==> config.mk <==
export PLATFORM = sky130hd
export DESIGN_NAME = lut_tmds_pair_enc
export DESIGN_NICKNAME = d
export VERILOG_FILES = /design/src/rtl/lte_pkg.sv /design/src/rtl/lte_tbl_ram.sv /design/src/rtl/lte_lane.sv /design/src/rtl/lut_tmds_pair_enc.sv
export SDC_FILE = /design/constraint.sdc
export NUM_CORES = 2
export LEC_CHECK = 0
export BUFFER_PORTS_ARGS = -buffer_cell sky130_fd_sc_hd__buf_2
export CAP_MARGIN = 20
export CORE_MARGIN = 1.5
export CORE_UTILIZATION = 40
export DETAILED_ROUTE_END_ITERATION = 6
export PLACE_DENSITY_LB_ADDON = 0.12
export SLEW_MARGIN = 20
export SYNTH_ARGS = -nofsm -noshare
export SYNTH_HDL_FRONTEND = slang
export SYNTH_SLANG_ARGS = --single-unit
==> constraint.sdc <==
create_clock -name clk -period 4.1 [get_ports clk]
set_input_delay 0.41 -clock clk [delete_from_list [all_inputs] [get_ports clk]]
set_output_delay 0.41 -clock clk [all_outputs]
set_load 0.02 [all_outputs]
==> src/rtl/lte_pkg.sv <==
package lte_pkg;
  typedef enum logic {LANE_EVEN = 1'b0, LANE_ODD = 1'b1} lane_e;
endpackage

==> src/rtl/lte_tbl_ram.sv <==
module lte_tbl_ram #(
  parameter int AW = 7,
  parameter int DW = 16
) (
  input  logic          clk,
  input  logic          we,
  input  logic [AW-1:0] waddr,
  input  logic [DW-1:0] wdata,
  input  logic [AW-1:0] raddr,
  output logic [DW-1:0] rdata
);
  localparam int DEPTH = 1 << AW;
  logic [DW-1:0] mem [DEPTH];

  // read-first: a same-cycle write is not seen by this read
  always_ff @(posedge clk) begin
    if (we) mem[waddr] <= wdata;
    rdata <= mem[raddr];
  end
endmodule

==> src/rtl/lte_lane.sv <==
module lte_lane import lte_pkg::*; #(
  parameter int    COLOR_W = 6,
  parameter int    SYM_W   = 10,
  parameter int    DISP_W  = 6,
  parameter int    ACC_W   = 12,
  parameter lane_e PARITY  = LANE_EVEN
) (
  input  logic                    clk,
  input  logic                    rst,
  input  logic                    clr,
  input  logic                    bal_en,
  input  logic                    s1_vld,
  input  logic [COLOR_W-1:0]      color,
  input  logic                    tbl_we,
  input  logic [COLOR_W:0]        tbl_waddr,
  input  logic [SYM_W+DISP_W-1:0] tbl_wdata,
  output logic [SYM_W-1:0]        sym,
  output logic [ACC_W-1:0]        acc
);
  localparam int EW = SYM_W + DISP_W;
  localparam int AW = COLOR_W + 1;
  localparam logic [ACC_W-1:0] ACC_MAX = {1'b0, {(ACC_W-1){1'b1}}};
  localparam logic [ACC_W-1:0] ACC_MIN = {1'b1, {(ACC_W-1){1'b0}}};

  logic [EW-1:0]     rd_word;
  logic [DISP_W-1:0] disp;
  logic [ACC_W:0]    sum;
  logic [ACC_W-1:0]  sat;
  logic [ACC_W-1:0]  eff;
  logic [ACC_W-1:0]  acc_q;
  logic              sgn;
  logic [AW-1:0]     rd_addr;

  assign disp = rd_word[EW-1:SYM_W];

  always_comb begin
    sum = {acc_q[ACC_W-1], acc_q} +
          {{(ACC_W+1-DISP_W){disp[DISP_W-1]}}, disp};
    if (sum[ACC_W] != sum[ACC_W-1]) sat = sum[ACC_W] ? ACC_MIN : ACC_MAX;
    else                            sat = sum[ACC_W-1:0];
    if (clr)                  eff = '0;
    else if (s1_vld && bal_en) eff = sat;
    else                      eff = acc_q;
    sgn = bal_en ? eff[ACC_W-1] : (PARITY == LANE_ODD);
  end

  assign rd_addr = {sgn, color};

  always_ff @(posedge clk) begin
    if (rst) acc_q <= '0;
    else     acc_q <= eff;
  end

  lte_tbl_ram #(.AW(AW), .DW(EW)) u_ram (
    .clk   (clk),
    .we    (tbl_we),
    .waddr (tbl_waddr),
    .wdata (tbl_wdata),
    .raddr (rd_addr),
    .rdata (rd_word)
  );

  assign sym = rd_word[SYM_W-1:0];
  assign acc = acc_q;
endmodule

==> src/rtl/lut_tmds_pair_enc.sv <==
module lut_tmds_pair_enc import lte_pkg::*; #(
  parameter int COLOR_W = 6,
  parameter int SYM_W   = 10,
  parameter int DISP_W  = 6,
  parameter int ACC_W   = 12
) (
  input  logic                    clk,
  input  logic                    rst,
  input  logic                    clr_line,
  input  logic                    bal_en,
  input  logic                    tbl_we,
  input  logic [COLOR_W:0]        tbl_waddr,
  input  logic [SYM_W+DISP_W-1:0] tbl_wdata,
  input  logic                    in_valid,
  input  logic [2*COLOR_W-1:0]    in_pix,
  output logic                    out_valid,
  output logic [2*SYM_W-1:0]      out_sym
);
  localparam int LANES = 2;

  logic                     s1_vld;
  logic [LANES*SYM_W-1:0]   sym_flat;
  logic [LANES*ACC_W-1:0]   acc_flat;

  always_ff @(posedge clk) begin
    if (rst) s1_vld <= 1'b0;
    else     s1_vld <= in_valid;
  end

  for (genvar g = 0; g < LANES; g++) begin : g_lane
    lte_lane #(
      .COLOR_W (COLOR_W),
      .SYM_W   (SYM_W),
      .DISP_W  (DISP_W),
      .ACC_W   (ACC_W),
      .PARITY  ((g == 0) ? LANE_EVEN : LANE_ODD)
    ) u_lane (
      .clk       (clk),
      .rst       (rst),
      .clr       (clr_line),
      .bal_en    (bal_en),
      .s1_vld    (s1_vld),
      .color     (in_pix[g*COLOR_W +: COLOR_W]),
      .tbl_we    (tbl_we),
      .tbl_waddr (tbl_waddr),
      .tbl_wdata (tbl_wdata),
      .sym       (sym_flat[g*SYM_W +: SYM_W]),
      .acc       (acc_flat[g*ACC_W +: ACC_W])
    );
  end

  always_ff @(posedge clk) begin
    if (rst) begin
      out_valid <= 1'b0;
      out_sym   <= '0;
    end else begin
      out_valid <= s1_vld;
      if (s1_vld) out_sym <= sym_flat;
    end
  end
endmodule

# Word-level counts from Yosys, hierarchy flattened
# Memories as Yosys holds them, arrays and structs flattened. A register that Yosys moved wholly into a read port is not among the register bits.
# Index checks and enable logic that the tools add are counted.
# totals
latch_bits	0
register_bits	46
mem_bits_rw	4096
mem_count	2
mem_bits_ro	0
input_bits	41
out_inout_bits	21
# mem_list
name	words	word_bits	rd	rd_clocked_by_memory_dff	write_ports	line	text
g_lane[0].u_lane.u_ram.mem	128	16	1	1	1	lte_tbl_ram.sv:13	logic [DW-1:0] mem [DEPTH];
g_lane[1].u_lane.u_ram.mem	128	16	1	1	1	lte_tbl_ram.sv:13	
# op_classes
n_mux	12
div	0
magnitude_cmp	0
mul	0
n_shift	0
addsub	2
n_eq_ne	2
reduce_logical	2
n_bitwise	0
# ops
operator	count
12-bit 2-to-1 mux	8
12-bit by 6-bit adder with 13-bit output	2
1-bit 2-to-1 mux	4
1-bit != test	2
2-bit OR reduction	1
1-bit logical AND	1

# Logic depth before layout (Yosys ltp)
# logic_depth
word_depth	6
ltp_mapped	18
mapped_depth_nobuf	15

# Cells and area by module
# From an unflattened synthesis, not the netlist that was laid out.
# hier_totals
cells_unflattened	6488
area_unflattened_um2	160036.0
# modules_own_cells
module	area_each_um2	instances	cells_per_inst
lte_tbl_ram	78522.8	2	3086
lte_lane at g_lane[1].u_lane	1156.1	1	125
lte_lane at g_lane[0].u_lane	1046.0	1	122
lut_tmds_pair_enc	788.3	1	69

# Worst setup path after synthesis
# No wires, ideal clock.
# synth_timing
kind	reg2reg
startpoint	reg g_lane[1].u_lane.acc_q[0]
endpoint	reg g_lane[1].u_lane.u_ram.rdata[11], read port of g_lane[1].u_lane.u_ram.mem
arrival_ns	3.603
path_slack_ns	0.371
setup_ns	0.126
path_stages_with_launch	19
period_less_slack_ns	3.729
path_cell_list	dfxtp_1 ha_1 fa_1 a211oi_2 o21ai_0 and2_1 a41oi_1 nor2b_1 o31ai_1 ha_1 nor3b_1 o21ai_1 buf_4 buf_4 buf_2 mux2i_1 o22ai_1 nor2_1 nand3_1
# synth_via
elab_chain_len	6
# synth_rtl
item	line	text
from (decl)	lte_lane.sv:30	logic [ACC_W-1:0] acc_q;
from (signal assigned)	lte_lane.sv:50	if (rst) acc_q <= '0;
from (signal assigned)	lte_lane.sv:51	else acc_q <= eff;
12-bit by 6-bit adder with 13-bit output *	lte_lane.sv:37	sum = {acc_q[ACC_W-1], acc_q} +
12-bit 2-to-1 mux / 1-bit != test (equally long branches)	lte_lane.sv:39	if (sum[ACC_W] != sum[ACC_W-1]) sat = sum[ACC_W] ? ACC_MIN : ACC_MAX;
12-bit 2-to-1 mux *	lte_lane.sv:39	
12-bit 2-to-1 mux *	lte_lane.sv:42	else if (s1_vld && bal_en) eff = sat;
12-bit 2-to-1 mux *	lte_lane.sv:41	if (clr) eff = '0;
1-bit 2-to-1 mux *	lte_lane.sv:44	sgn = bal_en ? eff[ACC_W-1] : (PARITY == LANE_ODD);
to (decl)	lte_tbl_ram.sv:10	output logic [DW-1:0] rdata
# Mark *: on every way between the ends. The rest lies on a longest branch, timed or not.
# A chain may end at the register's enable or synchronous reset.

# Worst setup path in the final report
# layout_timing
startpoint	reg g_lane[0].u_lane.u_ram.rdata[11], read port of g_lane[0].u_lane.u_ram.mem
endpoint	reg g_lane[0].u_lane.u_ram.rdata[3], read port of g_lane[0].u_lane.u_ram.mem
# layout_via
elab_chain_len	6
# layout_rtl
item	line
from (decl)	lte_tbl_ram.sv:10
12-bit by 6-bit adder with 13-bit output *	lte_lane.sv:37
12-bit 2-to-1 mux / 1-bit != test (equally long branches)	lte_lane.sv:39
12-bit 2-to-1 mux *	lte_lane.sv:39
12-bit 2-to-1 mux *	lte_lane.sv:42
12-bit 2-to-1 mux *	lte_lane.sv:41
1-bit 2-to-1 mux *	lte_lane.sv:44
# Marked as above.

==> flow_summary.yaml <==
run_status:
  status: "finished, violations left"
  violations: "setup timing"
timing:
  finalSetupTns_ns: -0.1579
  fin_crit_ns: 4.163
  rsz0062_at_grt: "yes"
  slew_viol_final: 0
  relSlewSlack_pct: 17.71
  fmax_ghz: 0.2402
  min_period_over_period_pct: 101.5
  hold_viol_final: 0
  setup_viol: 6
  tightest_slew_ns: 1.234
  fin_ws_ns: -0.06321
  fin_skew_ns: 0.04654
yosys:
  synthCells: 4923
  synth_common_cells: "2048 x edfxtp_1, 1018 x mux4_2, 306 x mux2i_1"
  synthDistinctLibCells: 64
  synthFlopType: "edfxtp_1"
  ys_warn_count: 0
  synth_top_area_share_pct: 62.88
  syn_area_um2: 97810
  syn-num-nets: 4994
  synth_area_per_cell_um2: 19.87
  synth_area_leaders: "edfxtp_1 63%, mux4_2 23%, mux2i_1 3.1%"
  synth_seq_area_share_pct: 64.47
  synth_most_common_cell: "edfxtp_1"
  synth_edf_count: 2048
  yosysTopAreaCell: "edfxtp_1"
  synthArstFlopShare_pct: 0
  synth-seq-cells: 2126
route:
  drt_first_pass_iters: 5
  drc: 0
  postRouteAntennaNets: 0
  wirelength_um: 339400
  via_per_inst: 6.289
  vias: 56150
  drtIter0Drc: 6772
  wl_per_cell_um: 38.01
setup_path:
  critPathArrivalTime_ns: 4.91
  cp_common_cell: "buf_4"
  r2r_start: "g_lane[0].u_lane.u_ram.rdata[11]$_DFF_P_"
  path_max_fanout: 10
  cp-start-kind: "flip-flop"
  cp_slowest_cell: "o41ai_2"
  cpPeakStageDelay_ns: 0.52
  crit_chain: "ha_4, a21oi_4, o2111ai_2, a211oi_2, buf_4, o21bai_4, a21oi_4, xnor2_2, ha_2, or3b_4, and3_4, buf_4, nand2b_1, buf_12, buf_4, a21oi_1, o41ai_2, buf_4, nand2_1"
  timing.rr.end: "g_lane[0].u_lane.u_ram.rdata[3]$_DFF_P_"
  r2r_setup_slack_ns: -0.06
  end_kind: "flip-flop"
  path_class: "reg2reg"
  ff2ff_path_depth: 19
  crit_required_ns: 4.85
pwr:
  p_seq_share_pct: 48.1
  power_frac_comb_pct: 10.0
  power-per-cell-area_nw_per_um2: 429.3
  p_int_mw: 38.08
  p_sw_mw: 11.95
  power_mw: 50.03
  vdd_drop_max_mv: 0.3832
  power_frac_clock_pct: 41.9
  p_leak_nw: 37.88
  swShare_pct: 23.88
global_route:
  use_met2_pct: 43.59
  grt_start_max_net_pins: 129
  track_usage_pct: 27.16
  grtUsageMet1_pct: 36.41
  antenna_found_initial: 26
  grt.overflow.total: 0
  busiest_layer: "met2"
  first_global_vias: 56310
  met3_usage_pct: 4.607
  grt_pass1_wl_um: 466200
clock_tree:
  cts_inserted_buffers: 228
  clk_pin_slew_ns: 0.06
  cts_root_buffer: "clkbuf_16"
  clk_path_buf_depth: 3
  clock-sinks: 2126
  insertion_delay_ns: 0.89
  tritoncts: "built"
  h-tree-depth: 4
floorplan:
  rows: 181
  initial_utilization_pct: 40.21
  io_pins: 62
  die_y_um: 497.5
  dieArea_um2: 247500
  core-area_um2: 243200
  fp.dieW_um: 497.5
placement:
  portBuffers: 61
  place_inst: 8421
  finalWeightedCongestion: 0.9001
  post-dp-hpwl_um: 225400
job:
  maxCapViolCount: 0
hold_path:
  min_from: "bal_en"
  hold_end: "g_lane[0].u_lane.acc[2]$_SDFFE_PP0P_"
  holdCritPathClass: "in2reg"
  hold_path_depth: 4
layout:
  drive_gt1_share_pct: 43.35
  final-instance-count-excl-fill: 8929
  area_delta_synth_final_pct: 19.17
  finalNetCount: 5588
  nFillCells: 20140
==> how the worst max path moves through the flow <==
stage | from | slack (ns) | to
finish | g_lane[0].u_lane.u_ram.rdata[11]$_DFF_P_ | -0.06 | g_lane[0].u_lane.u_ram.rdata[3]$_DFF_P_
global route | g_lane[0].u_lane.u_ram.rdata[11]$_DFF_P_ | -0.14 | g_lane[0].u_lane.u_ram.rdata[6]$_DFF_P_
CTS | g_lane[0].u_lane.u_ram.rdata[15]$_DFF_P_ | -0.01 | g_lane[0].u_lane.u_ram.rdata[6]$_DFF_P_
detailed placement | g_lane[0].u_lane.u_ram.rdata[11]$_DFF_P_ | -1.11 | g_lane[0].u_lane.u_ram.rdata[6]$_DFF_P_
global placement | g_lane[0].u_lane.u_ram.rdata[11]$_DFF_P_ | -1.10 | g_lane[0].u_lane.u_ram.rdata[6]$_DFF_P_
floorplan | g_lane[1].u_lane.acc[0]$_SDFFE_PP0P_ | 0.37 | g_lane[1].u_lane.u_ram.rdata[11]$_DFF_P_
==> per-layer routing <==
metal	wire length [um]	share of wire, %	vias up
li1	-	-	22600
met1	134200	40	30550
met2	162200	48	2453
met3	25060	7.4	535
met4	17860	5.3	8
met5	61	0.018	-
==> cell families after synthesis <==
| logic type | share of synthesized area (%) |
|---|---|
| flops | 64.47 |
| mux | 26.85 |
| compound gates | 3.926 |
| simple gates | 2.333 |
| buf+inv | 1.865 |
| fa+ha+maj | 0.3991 |
| xor+xnor | 0.1522 |
==> power by group through the flow <==
stage / registers (mW) / clock network (mW) / logic, mW
final: 24.1 / 20.9 / 5.00
after CTS: 24.1 / 21.3 / 4.89
after floorplan: 24.5 / 0 / 2.37
after global placement: 24.5 / 0 / 4.65
after global routing: 24.1 / 22.0 / 5.20
after detailed placement: 24.5 / 0 / 4.65
==> flip-flops by register name, summed over array words and instances (netlist names) <==
| name | cells |
|---|---|
| g_lane.u_lane.u_ram.mem | 2048 |
| g_lane.u_lane.u_ram.rdata | 32 |
| g_lane.u_lane.acc | 24 |
| out_sym | 20 |
| out_valid | 1 |
| s1_vld | 1 |
==> worst max-delay path, delay by kind of cell, from the launching register on <==
family | cells | cell delay [ns]
adder cells (fa/ha/maj) | 2 | 0.44
XOR/XNOR | 1 | 0.08
flip-flops | 1 | 0.38
AO/OA/AOI/OAI | 7 | 1.50
AND/OR/NAND/NOR | 4 | 0.79
buffers and inverters | 5 | 0.81
==> cell type report <==
type                    instances  area (um^2)  area share [%]
clock buffers                 298         6221           5.338
diodes                         11        27.53         0.02362
inverters                       4        15.01         0.01288
multi-input cells            2422        34750           29.81
flip-flops and latches       2126        63070           54.11
clock inverters               131         1363           1.169
well taps                    3202         4006           3.437
repair buffers                735         7101           6.092
==> repair_timing <==
item,in CTS,in global routing
pin swaps,52,50
hold buffers,2,2
gates cloned,10,3
resized for setup,188,104
endpoints found under the hold margin,3,40
buffers inserted,23,29
setup endpoints to repair,32,32
==> layout by cell type, fill, tap and decap left out, types with 9 or more instances in the layout <==
cell type   Yosys  routed
diode_2         0      11
a311oi_4        0       9
o21ai_0        14      11
mux2i_4         0      29
nor2_1        200      62
clkbuf_8        0      10
buf_6          16      15
o41ai_2        11      10
a22oi_1       181     181
o22ai_2         0      26
o22ai_1       111      78
o2bb2ai_1      14      14
nor2b_1        25      23
o221a_2        33      30
buf_12          0      98
buf_16          0      10
clkbuf_16       0     238
clkbuf_1      125      52
nor2_2          1     135
nand2b_1       13      12
dfxtp_1        78      73
bufinv_16       0      22
mux2i_2         0      21
a21oi_1        75      71
clkinv_1        0      43
buf_2         171      39
a32oi_1        16      13
edfxtp_1     2048    2048
nand2_1       117     107
buf_4          22     555
xor2_1         11      11
mux4_2       1018    1018
mux2i_1       306     256
clkinv_2        0      45
mux2_2         24      24
ha_1           28      16
clkinvlp_4      0       9
nand3_1        83      75
==> stage by stage <==
| stage | cell area (um^2) | util (%) | hold slack (ns) | setup slack [ns] |
|---|---|---|---|---|
| 6_report | 116600 | 47.92 | 0.08848 | -0.06321 |
| 5_1_grt | 116500 | 47.92 | 0.06318 | -0.1435 |
| 4_1_cts | 115600 | 47.55 | 0.02540 | -0.01085 |
| 3_5_place_dp | 106400 | 43.76 | 0.4846 | -1.115 |
| 3_3_place_gp | 106400 | 43.74 | 0.4584 | -1.095 |
| 2_1_floorplan | 97810 | - | 0.4403 | 0.3714 |
(Power assumes the default switching activity.)
